==> src/rtl/lock_flt_pkg.sv <==
package lock_flt_pkg;
  // Output select codes; the numeric values are decoded by the output mux.
  localparam logic [2:0] SEL_PUMP  = 3'b000;
  localparam logic [2:0] SEL_DIGI  = 3'b010;
  localparam logic [2:0] SEL_NDIV  = 3'b110;
  localparam logic [2:0] SEL_RDIV  = 3'b111;
endpackage

==> src/rtl/lock_flt_window.sv <==
module lock_flt_window #(
  parameter int ERR_W = 8
) (
  input  logic [ERR_W-1:0] err,
  input  logic [ERR_W-1:0] win_enter,
  input  logic [ERR_W-1:0] win_hold,
  input  logic             locked,
  output logic             in_window
);
  // Unlocked: strict compare against the narrow window.
  // Locked: an error equal to the wide window still passes.
  always_comb begin
    if (locked) in_window = (err <= win_hold);
    else        in_window = (err <  win_enter);
  end
endmodule

==> src/rtl/lock_flt_filter.sv <==
module lock_flt_filter #(
  parameter int ERR_W    = 8,
  parameter int LOCK_RUN = 5
) (
  input  logic             clk,
  input  logic             rst_n,
  input  logic             pwr_dn,
  input  logic             take,
  input  logic [ERR_W-1:0] err,
  input  logic [ERR_W-1:0] win_enter,
  input  logic [ERR_W-1:0] win_hold,
  output logic             locked
);
  localparam int CNT_W = $clog2(LOCK_RUN + 1);
  localparam logic [CNT_W-1:0] RUN_LAST = CNT_W'(LOCK_RUN - 1);
  localparam logic [CNT_W-1:0] RUN_MAX  = CNT_W'(LOCK_RUN);

  logic [CNT_W-1:0] run_q;
  logic             lock_q;
  logic             in_win;

  lock_flt_window #(.ERR_W(ERR_W)) win_i (
    .err       (err),
    .win_enter (win_enter),
    .win_hold  (win_hold),
    .locked    (lock_q),
    .in_window (in_win)
  );

  always_ff @(posedge clk or negedge rst_n) begin
    if (!rst_n) begin
      run_q  <= '0;
      lock_q <= 1'b0;
    end else if (pwr_dn) begin
      run_q  <= '0;
      lock_q <= 1'b0;
    end else if (take) begin
      if (lock_q) begin
        if (!in_win) begin
          lock_q <= 1'b0;
          run_q  <= '0;
        end
      end else if (in_win) begin
        if (run_q >= RUN_LAST) begin
          lock_q <= 1'b1;
          run_q  <= RUN_MAX;
        end else begin
          run_q <= run_q + 1'b1;
        end
      end else begin
        run_q <= '0;
      end
    end
  end

  assign locked = lock_q;

  // lock only rises after a full run of good measurements
  a_r2_run_before_lock: assert property (@(posedge clk) disable iff (!rst_n)
    $rose(lock_q) |-> ($past(run_q) == RUN_LAST && $past(take) && !$past(pwr_dn)));
  // an error past the hold window drops lock at once
  a_r5_drop_on_wide: assert property (@(posedge clk) disable iff (!rst_n)
    (lock_q && take && !pwr_dn && err > win_hold) |=> !lock_q);
  // an error inside the hold window keeps lock
  a_r4_keep_in_hold: assert property (@(posedge clk) disable iff (!rst_n)
    (lock_q && take && !pwr_dn && err <= win_hold) |=> lock_q);
  // no measurement, no change
  a_r7_idle_stable: assert property (@(posedge clk) disable iff (!rst_n)
    (!take && !pwr_dn) |=> ($stable(lock_q) && $stable(run_q)));
  // power-down clears the filter
  a_r6_pd_clears: assert property (@(posedge clk) disable iff (!rst_n)
    pwr_dn |=> (!lock_q && run_q == '0));
  // the run count never passes its saturation value
  a_r3_run_bounded: assert property (@(posedge clk) disable iff (!rst_n)
    run_q <= RUN_MAX);
endmodule

==> src/rtl/lock_flt_pump.sv <==
module lock_flt_pump (
  input  logic clk,
  input  logic rst_n,
  input  logic pump_up,
  input  logic pump_dn,
  output logic quiet
);
  logic quiet_q;

  always_ff @(posedge clk or negedge rst_n) begin
    if (!rst_n) quiet_q <= 1'b0;
    else        quiet_q <= !(pump_up || pump_dn);
  end

  assign quiet = quiet_q;

  // the indication follows the pump activity of the previous edge
  a_r8_pump_follow: assert property (@(posedge clk) disable iff (!rst_n)
    $past(pump_up || pump_dn) |-> !quiet_q);
endmodule

==> src/rtl/lock_flt_mux.sv <==
module lock_flt_mux
  import lock_flt_pkg::*;
(
  input  logic       clk,
  input  logic       rst_n,
  input  logic [2:0] sel,
  input  logic       pwr_dn,
  input  logic       dig_lock,
  input  logic       pump_quiet,
  input  logic       n_div,
  input  logic       r_div,
  output logic       out
);
  logic pick;

  always_comb begin
    case (sel)
      SEL_PUMP: pick = pump_quiet;
      SEL_DIGI: pick = dig_lock;
      SEL_NDIV: pick = n_div;
      SEL_RDIV: pick = r_div;
      default:  pick = 1'b0;
    endcase
  end

  assign out = pick && !pwr_dn;

  // powered down means a low pin
  a_r6_pd_low: assert property (@(posedge clk) disable iff (!rst_n)
    pwr_dn |-> !out);
  // reserved codes give a low pin
  a_r10_reserved_low: assert property (@(posedge clk) disable iff (!rst_n)
    (sel == 3'b001 || sel == 3'b011 || sel == 3'b100 || sel == 3'b101) |-> !out);
endmodule

==> src/rtl/lock_flt_top.sv <==
module lock_flt_top #(
  parameter int ERR_W    = 8,
  parameter int LOCK_RUN = 5
) (
  input  logic             clk,
  input  logic             rst_n,
  input  logic             meas_valid,
  output logic             meas_ready,
  input  logic [ERR_W-1:0] meas_err,
  input  logic [ERR_W-1:0] win_enter,
  input  logic [ERR_W-1:0] win_hold,
  input  logic             pwr_dn,
  input  logic             pump_up,
  input  logic             pump_dn,
  input  logic             n_div,
  input  logic             r_div,
  input  logic [2:0]       ld_sel,
  output logic             ld_out
);
  logic take;
  logic dig_lock;
  logic pump_quiet;

  assign meas_ready = 1'b1;
  assign take       = meas_valid && meas_ready;

  lock_flt_filter #(.ERR_W(ERR_W), .LOCK_RUN(LOCK_RUN)) filt_i (
    .clk       (clk),
    .rst_n     (rst_n),
    .pwr_dn    (pwr_dn),
    .take      (take),
    .err       (meas_err),
    .win_enter (win_enter),
    .win_hold  (win_hold),
    .locked    (dig_lock)
  );

  lock_flt_pump pump_i (
    .clk     (clk),
    .rst_n   (rst_n),
    .pump_up (pump_up),
    .pump_dn (pump_dn),
    .quiet   (pump_quiet)
  );

  lock_flt_mux mux_i (
    .clk        (clk),
    .rst_n      (rst_n),
    .sel        (ld_sel),
    .pwr_dn     (pwr_dn),
    .dig_lock   (dig_lock),
    .pump_quiet (pump_quiet),
    .n_div      (n_div),
    .r_div      (r_div),
    .out        (ld_out)
  );
endmodule

==> config.mk <==
export PLATFORM = sky130hd
export DESIGN_NAME = lock_flt_top
export DESIGN_NICKNAME = d
export VERILOG_FILES = /design/src/rtl/lock_flt_pkg.sv /design/src/rtl/lock_flt_window.sv /design/src/rtl/lock_flt_filter.sv /design/src/rtl/lock_flt_pump.sv /design/src/rtl/lock_flt_mux.sv /design/src/rtl/lock_flt_top.sv
export SDC_FILE = /design/constraint.sdc
export NUM_CORES = 1
export LEC_CHECK = 0
export BUFFER_PORTS_ARGS = -buffer_cell sky130_fd_sc_hd__buf_2
export CAP_MARGIN = 0
export CELL_PAD_IN_SITES_DETAIL_PLACEMENT = 0
export CELL_PAD_IN_SITES_GLOBAL_PLACEMENT = 1
export CORE_MARGIN = 2
export CORE_UTILIZATION = 32
export CTS_BUF_LIST = sky130_fd_sc_hd__clkbuf_8
export CTS_CLUSTER_DIAMETER = 60
export DETAILED_ROUTE_END_ITERATION = 10
export PLACE_DENSITY = 0.9
export SYNTH_ARGS = -nofsm -noshare
export SYNTH_HDL_FRONTEND = slang
export SYNTH_SLANG_ARGS = --single-unit
==> constraint.sdc <==
create_clock -name clk -period 1.5 [get_ports clk]
set_input_delay 0 -clock clk [delete_from_list [all_inputs] [get_ports clk]]
set_output_delay 0 -clock clk [all_outputs]
set_load 0.02 [all_outputs]
=== Yosys cells after proc, flatten, opt, wreduce, memory -nomap -nowiden ===
Index checks and enable logic that the tools add are counted.

* Bits in registers: 5
* Logic and storage cells: 32
* Output and inout bits: 2
* Memories: 0
* Latch bits: 0
* Memory bits (read-only): 0
* Bits in writable memories: 0

* Multiply operators: 0
* Add/sub/neg operators: 1
* Div/mod/pow operators: 0
* Bitwise gates (word level): 0
* Order comparisons: 3
* Reductions and logical operators: 7
* Shift-type cells: 0
* Equal/unequal tests: 4
* Mux-type cells: 14

{| class="wikitable"
|+ Operators with widths
! cell !! count
|-
| 2-to-1 mux 3 bit || 6
|-
| less-or-equal comparator 8 bit || 1
|-
| < comparator 8 bit || 1
|-
| 2-to-1 mux 1 bit || 7
|-
| equality test 3 bit (second input constant) || 2
|-
| case mux 1 bit (4 select lines) || 1
|-
| adder 3 x 1 -> 3 bit (second input constant) || 1
|-
| equality test 3 x 2 -> 1 bit (second input constant) || 1
|-
| greater-or-equal comparator 3 bit (second input constant) || 1
|-
| zero test 3 bit || 1
|-
| inequality test 3 bit (second input constant) || 1
|-
| zero test 1 bit || 2
|-
| AND reduction 2 bit || 1
|-
| nonzero test 2 bit || 1
|-
| logical AND 1 bit || 1
|-
| logical OR 1 bit || 1
|}

=== Longest topological paths before layout ===
Gate-level depths: netlist (run 1).

* Depth in word-level cells: 6
* Mapped depth: 7
* Mapped depth without buffers: 7

=== Hierarchy ===
From an unflattened synthesis (run 1), not the netlist that was laid out.

* Cell total of the unflattened synthesis: 84
* Area, all modules: 683.2 um2

{| class="wikitable"
|+ Modules (own cells, without submodules)
! module !! cells each !! area each (um2) !! instances !! seq. area each (um2)
|-
| lock_flt_window || 52 || 380.4 || 1 || 0.0
|-
| lock_flt_filter || 22 || 212.7 || 1 || 100.1
|-
| lock_flt_mux || 6 || 50.0 || 1 || 0.0
|-
| lock_flt_pump || 2 || 28.8 || 1 || 25.0
|-
| lock_flt_top || 2 || 11.3 || 1 || 0.0
|}

=== Worst setup path before layout (run 1) ===
No wires, ideal clock.

* Path kind: input to register
* Start point: in win_enter[6]
* End point: reg filt_i.run_q[2]
* Arrival time: 1.248 ns
* Setup slack: 0.186 ns
* Stages on the path: 7
* Required time: 1.434 ns
* Buffers on the path: 0
* Cells stage by stage: inv_1 ha_1 a21o_1 a221o_1 a211oi_2 o21a_1 a31o_1

* Word-level cells in the longest chain between the ends: 6

{| class="wikitable"
|+ RTL lines
! item !! line !! source
|-
| start: declaration || lock_flt_top.sv:10 || <nowiki>input logic [ERR_W-1:0] win_enter,</nowiki>
|-
| < comparator 8 bit (*) || lock_flt_window.sv:14 || <nowiki>else in_window = (err < win_enter);</nowiki>
|-
| 2-to-1 mux 1 bit (*) || lock_flt_window.sv:13 || <nowiki>if (locked) in_window = (err <= win_hold);</nowiki>
|-
| 2-to-1 mux 3 bit || lock_flt_filter.sv:43 || <nowiki>end else if (in_win) begin</nowiki>
|-
| 2-to-1 mux 3 bit || lock_flt_filter.sv:38 || <nowiki>if (lock_q) begin</nowiki>
|-
| 2-to-1 mux 3 bit || lock_flt_filter.sv:37 || <nowiki>end else if (take) begin</nowiki>
|-
| 2-to-1 mux 3 bit || lock_flt_filter.sv:34 || <nowiki>end else if (pwr_dn) begin</nowiki>
|-
| end signal: assignment || lock_flt_filter.sv:48 || <nowiki>run_q <= run_q + 1'b1;</nowiki>
|-
| end: declaration || lock_flt_filter.sv:18 || <nowiki>logic [CNT_W-1:0] run_q;</nowiki>
|}

Mark *: on every way between the ends. The rest lies on a longest branch, timed or not. The select of a mux whose other input is x is not followed.
A chain may end at the register's enable or synchronous reset.

=== Worst setup path after layout (run 1) ===
* Start point: in meas_err[6]
* End point: reg filt_i.lock_q, in the netlist filt_i.locked

* Word-level cells in the longest chain between the ends: 6

{| class="wikitable"
|+ RTL lines
! item !! line !! source
|-
| start: declaration || lock_flt_top.sv:9 || <nowiki>input logic [ERR_W-1:0] meas_err,</nowiki>
|-
| < comparator 8 bit or less-or-equal comparator 8 bit (tied branches) || lock_flt_window.sv:14, lock_flt_window.sv:13 ||
|-
| 2-to-1 mux 1 bit (*) || lock_flt_window.sv:13 ||
|-
| 2-to-1 mux 1 bit, on equally long branches || lock_flt_filter.sv:43, lock_flt_filter.sv:39 ||
|-
| 2-to-1 mux 1 bit (*) || lock_flt_filter.sv:38 ||
|-
| 2-to-1 mux 1 bit (*) || lock_flt_filter.sv:37 ||
|-
| 2-to-1 mux 1 bit (*) || lock_flt_filter.sv:34 ||
|-
| end signal: assignment || lock_flt_filter.sv:36 || <nowiki>lock_q <= 1'b0;</nowiki>
|-
| end signal: assignment || lock_flt_filter.sv:40 || <nowiki>lock_q <= 1'b0;</nowiki>
|-
| end signal: assignment || lock_flt_filter.sv:45 || <nowiki>lock_q <= 1'b1;</nowiki>
|-
| end: declaration || lock_flt_filter.sv:19 || <nowiki>logic lock_q;</nowiki>
|}

Marked as above.

==> impl.org, run 1 <==
** Global routing
- Entering global routing, the biggest net connects 6 pins.
- Global-route wire length before repair :: 3.04 mm
- The number of antenna violations at the first check in global routing came to 0.
- Gr ovfl total :: 0
- Global routing used 15.3% of the available tracks.
- Via count of the first global-routing pass :: 804

** Critical path
- At the worst endpoint, the arrival time is 1.43 ns.
- Number of stages on the worst setup path :: 7
- CP Data Required Time :: 1.64 ns
- Walking the worst path, the cells encountered are buf_2 -> ha_1 -> a21o_1 -> a221o_1 -> a21oi_1 -> a31oi_1 -> nor3_2.
- In this run the worst path has a maximum fanout of 2.
- Cell at the slowest stage of the critical path :: sky130_fd_sc_hd__a221o_1
- Together, buffers and inverters on the worst path number 1.
- The largest single stage delay on the critical path is 0.36 ns.
- Counting cells, the worst reg-to-reg path comes to 5.
- The worst setup path is captured at a register.
- The worst setup path is launched from an input pin.
- Broken down by cell family, the worst path's largest delay share belongs to compound AO/OA/AOI/OAI gates.
- WS Path Type :: input pin to register

** Final layout
- Final design area excluding fillers :: 0.00100 mm2
- The net count of the finished layout is 185.
- Excluding fillers, the count of instances in the completed layout stands at 160.
- Synthesis-to-finish area growth :: 41.8%
- Top library cells by usage in the layout, fill and taps aside :: sky130_fd_sc_hd__buf_2, sky130_fd_sc_hd__inv_1, sky130_fd_sc_hd__ha_1
- Antenna cell count :: 0
- In the final layout, the share of cells above drive strength 1 is 31.8%.
- Most common cell after layout, fill and taps aside :: sky130_fd_sc_hd__buf_2
- Final core area utilization :: 46.7%

** Place
- Timing analysis after detailed placement gives a worst setup slack of -0.0420 ns.
- Counting tap cells, the placed design contains a total of 152 instances.
- Input and output buffers added on the ports amount to 35.
- Detailed placement ended at an HPWL of 1.41 mm.
- The placed instances occupy a cell area of 917 um2.
- Final estimated routing congestion in global placement :: 0.728

** CTS
- In this run the deepest clock path goes through 2 buffers.
- CTS clock-pin slew for the worst setup and hold paths :: 0.04 ns
- The tree is rooted in a sky130_fd_sc_hd__clkbuf_8.
- TritonCTS Buffers :: 3
- Clock latency reported for the late side of the worst-skew pair :: 0.22 ns
- In this run, post-CTS repair resized a total of 0 instances.
- CTS HTree Levels :: 1
- TritonCTS clock tree :: yes
- Number of clock sinks :: 5
- Buffers added to address setup during post-CTS repair amount to 0.
- In this run, post-CTS hold repair placed 4 buffers.

** Flow run
- Number of max-cap violations :: 0

** Die
- Io pins :: 37
- Core Rows :: 17
- Measured along the x axis, the die boundary spans 51 um.
- The floorplan step defined a die boundary enclosing 0.00260 mm2.
- Placeable core region :: 0.00215 mm2
- Measured along the y axis, the die boundary spans 51 um.
- For this configuration, the core starts out at a cell density of 32.9%.

** STA
- The smallest clock period supported by the final layout is computed as 1.29 ns.
- Number of hold-slack violations in the final timing report :: 0
- Between clock sinks in the finished design, the worst skew comes to 0.00298 ns.
- Setup violations remaining at the end of the flow were counted as 0.
- Static timing analysis puts the maximum clock frequency at 775 MHz.
- After layout, the worst path uses 86.0% of the clock period.
- Least setup slack across all paths after layout :: 0.210 ns
- The number of pins exceeding their max-slew limit in the final report came to 0.
- RSZ-0062 raised after global routing :: no

** Routing
- Before antenna repair, the detailed router went through 2 iterations.
- Routed WL per cell :: 10.8 um
- ANT nets after route :: 0
- Overall via count from detail_route :: 765
- Drt first-iter violations :: 8
- For this run, design rule violations remaining after detail routing come to 0.
- Dividing the detail-routed via count by the number of cells gives 4.78.
- Total Routed Length :: 1.72 mm

** Synth
- After synthesis the netlist holds a flip-flop and latch count of 5.
- After synthesis, the netlist uses 30 different library cells.
- For this run, the leading register cell type out of synthesis is sky130_fd_sc_hd__dfrtp_1.
- A synthesized cell averages 7.94 um2.
- Synthesis produced a netlist whose cell count is 89.
- YS warnings :: 0
- Number of enable-type register cells in the synthesized netlist :: 0
- In this run the cell area of the synthesized design comes to 707 um2.
- After synthesis, flip-flops and latches occupy 17.7% of the total area.
- Synthesis produced a netlist with a net count of 141.
- Post-synth ARST share :: 100%

** Power and ir drop
- Across the VDD grid, the largest voltage drop is 0.398 mV.
- Cell leakage power :: 0.583 nW
- Overall power consumption after layout is estimated at 0.582 mW.
- Power spread over the standard cell area amounts to 580 mW/mm2.

** Status
- The run finished with clean final reports.

** Worst hold path
- Class of the most critical hold timing path :: input pin to async pin
## synthesized netlist by cell type (all sizes together), types with 2 or more instances
cell type / count / area share (%)
dfrtp: 5 / 18
nor3: 2 / 2.1
nand4: 2 / 1.8
nor2: 2 / 1.1
a21o: 3 / 3.2
and3: 2 / 1.9
nand2: 7 / 3.7
a211oi: 2 / 2.8
o21a: 2 / 2.1
a21oi: 6 / 4.2
nor2b: 2 / 1.8
ha: 17 / 30
o21ai: 4 / 2.8
inv: 20 / 11
## worst register-to-register path: stages (launching register included)
cell                      delay (ns)
sky130_fd_sc_hd__dfrtp_1        0.39
sky130_fd_sc_hd__inv_1          0.06
sky130_fd_sc_hd__ha_1           0.27
sky130_fd_sc_hd__nor4b_1        0.21
sky130_fd_sc_hd__nand2_1        0.10
sky130_fd_sc_hd__mux2i_1        0.15
## registers in the layout, indices dropped and copies added, names as in the netlist
register	cells
pump_i.quiet	1
filt_i.run_q	3
filt_i.locked	1
## where the power goes
part | switching [mW] | total, mW | internal [mW]
clock | 0.0710 | 0.247 | 0.176
sequential | 0.00411 | 0.145 | 0.141
combinational | 0.0922 | 0.190 | 0.0976
total | 0.167 | 0.582 | 0.414
## final timing paths
| check | endpoint | slack, ns | startpoint |
|---|---|---|---|
| max | filt_i.locked | 0.21 | meas_err[6] |
| max in group asynchronous | pump_i.quiet | 1.19 | rst_n |
| min in group clk | filt_i.locked | 0.19 | meas_valid |
| min | filt_i.run_q[0] | 0.17 | rst_n |
| min reg2reg | filt_i.run_q[2] | 0.58 | filt_i.run_q[2] |
| max reg2reg | filt_i.run_q[1] | 0.25 | filt_i.run_q[0] |
## final cells by class
cell class / count / area [um2]
inverter: 20 / 75.1
fill: 223 / 1150
clock inverter: 1 / 3.75
sequential: 5 / 125
multi-input combinational: 63 / 499
clock buffer: 3 / 41.3
timing repair buffer: 40 / 223
tap: 28 / 35.0
## routing by layer
metal / up-vias / global-route usage [%] / share of wire, %
met5: - / 0 / 0
met4: 0 / 8.56 / 2.9
met3: 7 / 2.63 / 3.3
met2: 17 / 28.1 / 51
met1: 349 / 16.1 / 43
li1: 392 / - / -
## logic make-up (layout without fill, tap and decap cells)
logic type,after synthesis,in the layout,synth area share (%)
adders and majority gates,17,17,30.1
other,1,1,0.530
DFF,5,5,17.7
AOI/OAI and AO/OA,24,24,23.4
buffers and inverters,21,64,11.7
muxes,1,1,1.42
and+or+nand+nor,20,20,15.2
## metrics by stage
stage          hold slack, ns  setup TNS (ns)
2_1_floorplan          -0.296               0
3_3_place_gp           -0.177               0
3_5_place_dp           -0.182         -0.0485
4_1_cts                 0.124               0
5_1_grt                 0.183               0
6_report                0.173               0
Note: power is estimated with default switching activity, not from simulation.
==> run 2: changes to the inputs <==
--- a/config.mk
+++ b/config.mk
@@ -5,6 +5,7 @@
 export SDC_FILE = /design/constraint.sdc
 export NUM_CORES = 1
 export LEC_CHECK = 0
+export ABC_AREA = 1
 export BUFFER_PORTS_ARGS = -buffer_cell sky130_fd_sc_hd__buf_2
 export CAP_MARGIN = 0
 export CELL_PAD_IN_SITES_DETAIL_PLACEMENT = 0
@@ -14,7 +15,7 @@
 export CTS_BUF_LIST = sky130_fd_sc_hd__clkbuf_8
 export CTS_CLUSTER_DIAMETER = 60
 export DETAILED_ROUTE_END_ITERATION = 10
-export PLACE_DENSITY = 0.9
+export PLACE_DENSITY = 0.89
 export SYNTH_ARGS = -nofsm -noshare
 export SYNTH_HDL_FRONTEND = slang
 export SYNTH_SLANG_ARGS = --single-unit
==> run 2 against run 1 <==
Maximum frequency down 5.1%. Sequential power rose by 5%. Count of clock-buffer cells in the layout stayed put. First-iteration DRC count grew 25%. Core utilization is 0.13 points higher. Wire length is 7.8% lower. Synthesized area increased by 11%. Highest routed layer unchanged. Global-route usage decreased by 2.5 points.
==> impl.org, run 2 <==
** Status
- Run status :: complete, no violations

** CTS
- Buffer count from post-CTS setup fixing :: 0
- TritonCTS built the clock tree.
- Number of clock sinks :: 5
- Max Buffers Root-to-Sink :: 2
- In this run the number of H-tree levels came out at 1.
- CTS clock-pin slew for the worst setup and hold paths :: 0.04 ns
- TritonCTS Buffers :: 3
- For the worst-skew pair, the clock arrives at the later sink with an insertion delay of 0.22 ns.
- Cell at the root of the clock tree :: sky130_fd_sc_hd__clkbuf_8

** Global routing
- Global routing used 12.7% of the available tracks across all layers.
- The first global-routing pass estimated 2.70 mm of wire.
- Summed over all layers, the global routing overflow is 0.
- The via count of the first global-routing pass was 706.
- Maximum number of pins on one net before global-route repair :: 7
- The number of antenna violations at the first check in global routing was 0.

** Final layout
- The register with the most flip-flops in the layout has 3 of them.
- Synthesis-to-finish area growth :: 35.3%
- The repair_antennas step left the layout with diodes totalling 0.
- After the last flow step, the layout net total stands at 207.
- Filler instances :: 242
- The library cell used most frequently in the layout, excluding fill and tap cells, is sky130_fd_sc_hd__buf_2.
- In the final layout, the share of cells above drive strength 1 is 34.4%.
- Register name with the most flops :: filt_i.run_q
- The top cell types in the final layout, fill and taps aside, are sky130_fd_sc_hd__buf_2, sky130_fd_sc_hd__inv_1, sky130_fd_sc_hd__nand2_1.

** Synth
- Counting flops with a built-in enable in the synthesized netlist gives 0.
- Post-synth ARST share :: 100%
- Register bit count reported by yosys :: 5
- Top cells by area, synth :: sky130_fd_sc_hd__ha_1, sky130_fd_sc_hd__dfrtp_1, sky130_fd_sc_hd__inv_1, sky130_fd_sc_hd__nand2_1, sky130_fd_sc_hd__nor2_1
- A synthesized cell averages 6.96 um2.
- For this run, the number of Yosys warnings is 0.
- Among all cell types in the netlist, the one instantiated most often is sky130_fd_sc_hd__inv_1.
- The mapped netlist covers 787 um2.
- Number of instances in the synthesized netlist :: 113
- Netlist cell types :: 23
- Largest area contributor in the synthesized netlist :: sky130_fd_sc_hd__ha_1
- Top_reg_cell synth :: sky130_fd_sc_hd__dfrtp_1
- By count the netlist is led by sky130_fd_sc_hd__inv_1, sky130_fd_sc_hd__nand2_1, sky130_fd_sc_hd__ha_1.
- Share of synthesized area occupied by flip-flops and latches :: 15.9%
- Area share of the largest cell type after synthesis :: 27.0%
- Synthesized netlist net count :: 165

** STA
- Derived from the worst setup path, the maximum achievable clock frequency is 736 MHz.
- Least setup slack across all paths after layout :: 0.141 ns
- Final period demand of the worst path :: 1.36 ns
- The number of pins exceeding their max-slew limit in the final report is 0.
- RSZ-0062 raised after global routing :: no
- Largest clock skew in the final design :: 0.00427 ns
- Number of hold-slack violations in the final timing report :: 0
- Dividing the final minimum period by the clock period gives 90.6%.
- Summed negative setup slack over all endpoints :: 0 ns
- Final Setup Violations :: 0

** Power and ir drop
- Cell leakage power :: 0.641 nW
- IR analysis of the VDD net gives a maximum drop of 0.627 mV.
- Dividing total power by cell area gives a power density of 577 mW/mm2.

** Routing
- Residual DRC count :: 0
- ANT nets after route :: 0
- Total Routed Length :: 1.59 mm
- Using the TritonRoute via totals, the vias-per-cell ratio works out to 4.38.
- Overall via count from detail_route :: 798
- Drt first-iter violations :: 10
- Routed WL per cell :: 8.74 um
- Drt first pass iters :: 4

** Critical path
- STA classifies the critical path startpoint as a register.
- Flop-to-flop setup slack :: 0.31 ns
- Measured in cells, the most critical reg-to-reg path has a length of 5.
- The critical path in this run is classified as register to output port.
- Arrival time at the worst endpoint :: 1.36 ns
- For the worst setup path, the data required time is 1.50 ns.
- STA classifies the critical path endpoint as an output port.
- Worst-path fanout max :: 6

** Die
- Starting density of the core :: 34.6%
- The floorplan step set the die height to 53.6 um.
- Core Rows :: 17
- Die footprint :: 0.00287 mm2
- Io pins :: 37
- Die X :: 53.6 um
- Placeable core region :: 0.00228 mm2

** Worst hold path
- Class of the most critical hold timing path :: input pin to register
- The worst hold path passes through 4 cells.

** Place
- Worst setup slack before clock tree synthesis :: 0.234 ns
- The congestion estimate from routability-driven global placement came to 0.798.
- During placement, the flow inserted port buffers numbering 35.
- Detailed placement finished with a half-perimeter wire length of 1.43 mm.

** Flow run
- Number of max-cap violations :: 0
## run 2: timing repair
| item | CTS | global route |
|---|---|---|
| setup endpoints to repair | 0 | 0 |
| resized for setup | 0 | 0 |
| hold buffers | 3 | 0 |
| hold endpoints to repair | 6 | 0 |
## run 2: cell families (layout without fill, tap and decap cells)
logic type,count (synthesis),in the layout,share of synthesized area (%)
AO/OA/AOI/OAI,18,18,16.9
other,1,1,0.476
adder cells (fa/ha/maj),17,17,27.0
flip-flops,5,5,15.9
AND/OR/NAND/NOR,45,45,26.4
buffers and inverters,27,68,13.4
## run 2: per-stage QoR
stage / utilization, % / hold slack (ns) / power, mW / instances / area [um2]
3_5_place_dp: 43.5 / -0.182 / 0.371 / 175 / 990
2_1_floorplan: - / -0.296 / 0.293 / 113 / 787
3_3_place_gp: 43.5 / -0.183 / 0.363 / 175 / 990
6_report: 46.8 / 0.108 / 0.615 / 182 / 1060
5_1_grt: 46.8 / 0.124 / 0.667 / 182 / 1060
4_1_cts: 46.8 / 0.0942 / 0.620 / 182 / 1060
## run 2: critical path, cell delays in order (launching register included)
cell and delay, ns:
sky130_fd_sc_hd__dfrtp_1 0.47, sky130_fd_sc_hd__inv_2 0.11, sky130_fd_sc_hd__nand2_1 0.07, sky130_fd_sc_hd__a21oi_1 0.07
sky130_fd_sc_hd__a2111oi_2 0.21, sky130_fd_sc_hd__buf_2 0.22
## run 2: final cells by class
class	count	area, um2	area share (%)
repair buffers	38	205	19.3
multi-input cells	81	557	52.3
inverters	26	97.6	9.17
clock buffers	3	41.3	3.88
clock inverters	1	3.75	0.353
flip-flops and latches	5	125	11.8
well taps	28	35.0	3.29
## run 2: metal layers
layer  part of all wire, %  GRT usage (%)  vias up
li1                      -              -      436
met1                    45           15.7      338
met2                    48           21.8       20
met3                   4.2           1.67        4
met4                   2.3           5.98        0
met5                     0              0        -
## run 2: final timing paths
path | from | to
worst min register to register | filt_i.run_q[1] | filt_i.run_q[1]
min in group asynchronous | rst_n | filt_i.run_q[1]
worst max register to register | filt_i.run_q[0] | filt_i.run_q[1]
worst min-delay path | pwr_dn | filt_i.run_q[1]
max in group asynchronous | rst_n | pump_i.quiet
worst max-delay path | filt_i.locked | ld_out
## run 2: report_power, final
group | internal, mW | leakage, nW | switching, mW | total, mW
Clock | 0.176 | 0.0269 | 0.0676 | 0.243
Combinational | 0.104 | 0.547 | 0.116 | 0.220
Sequential | 0.144 | 0.0675 | 0.00750 | 0.152
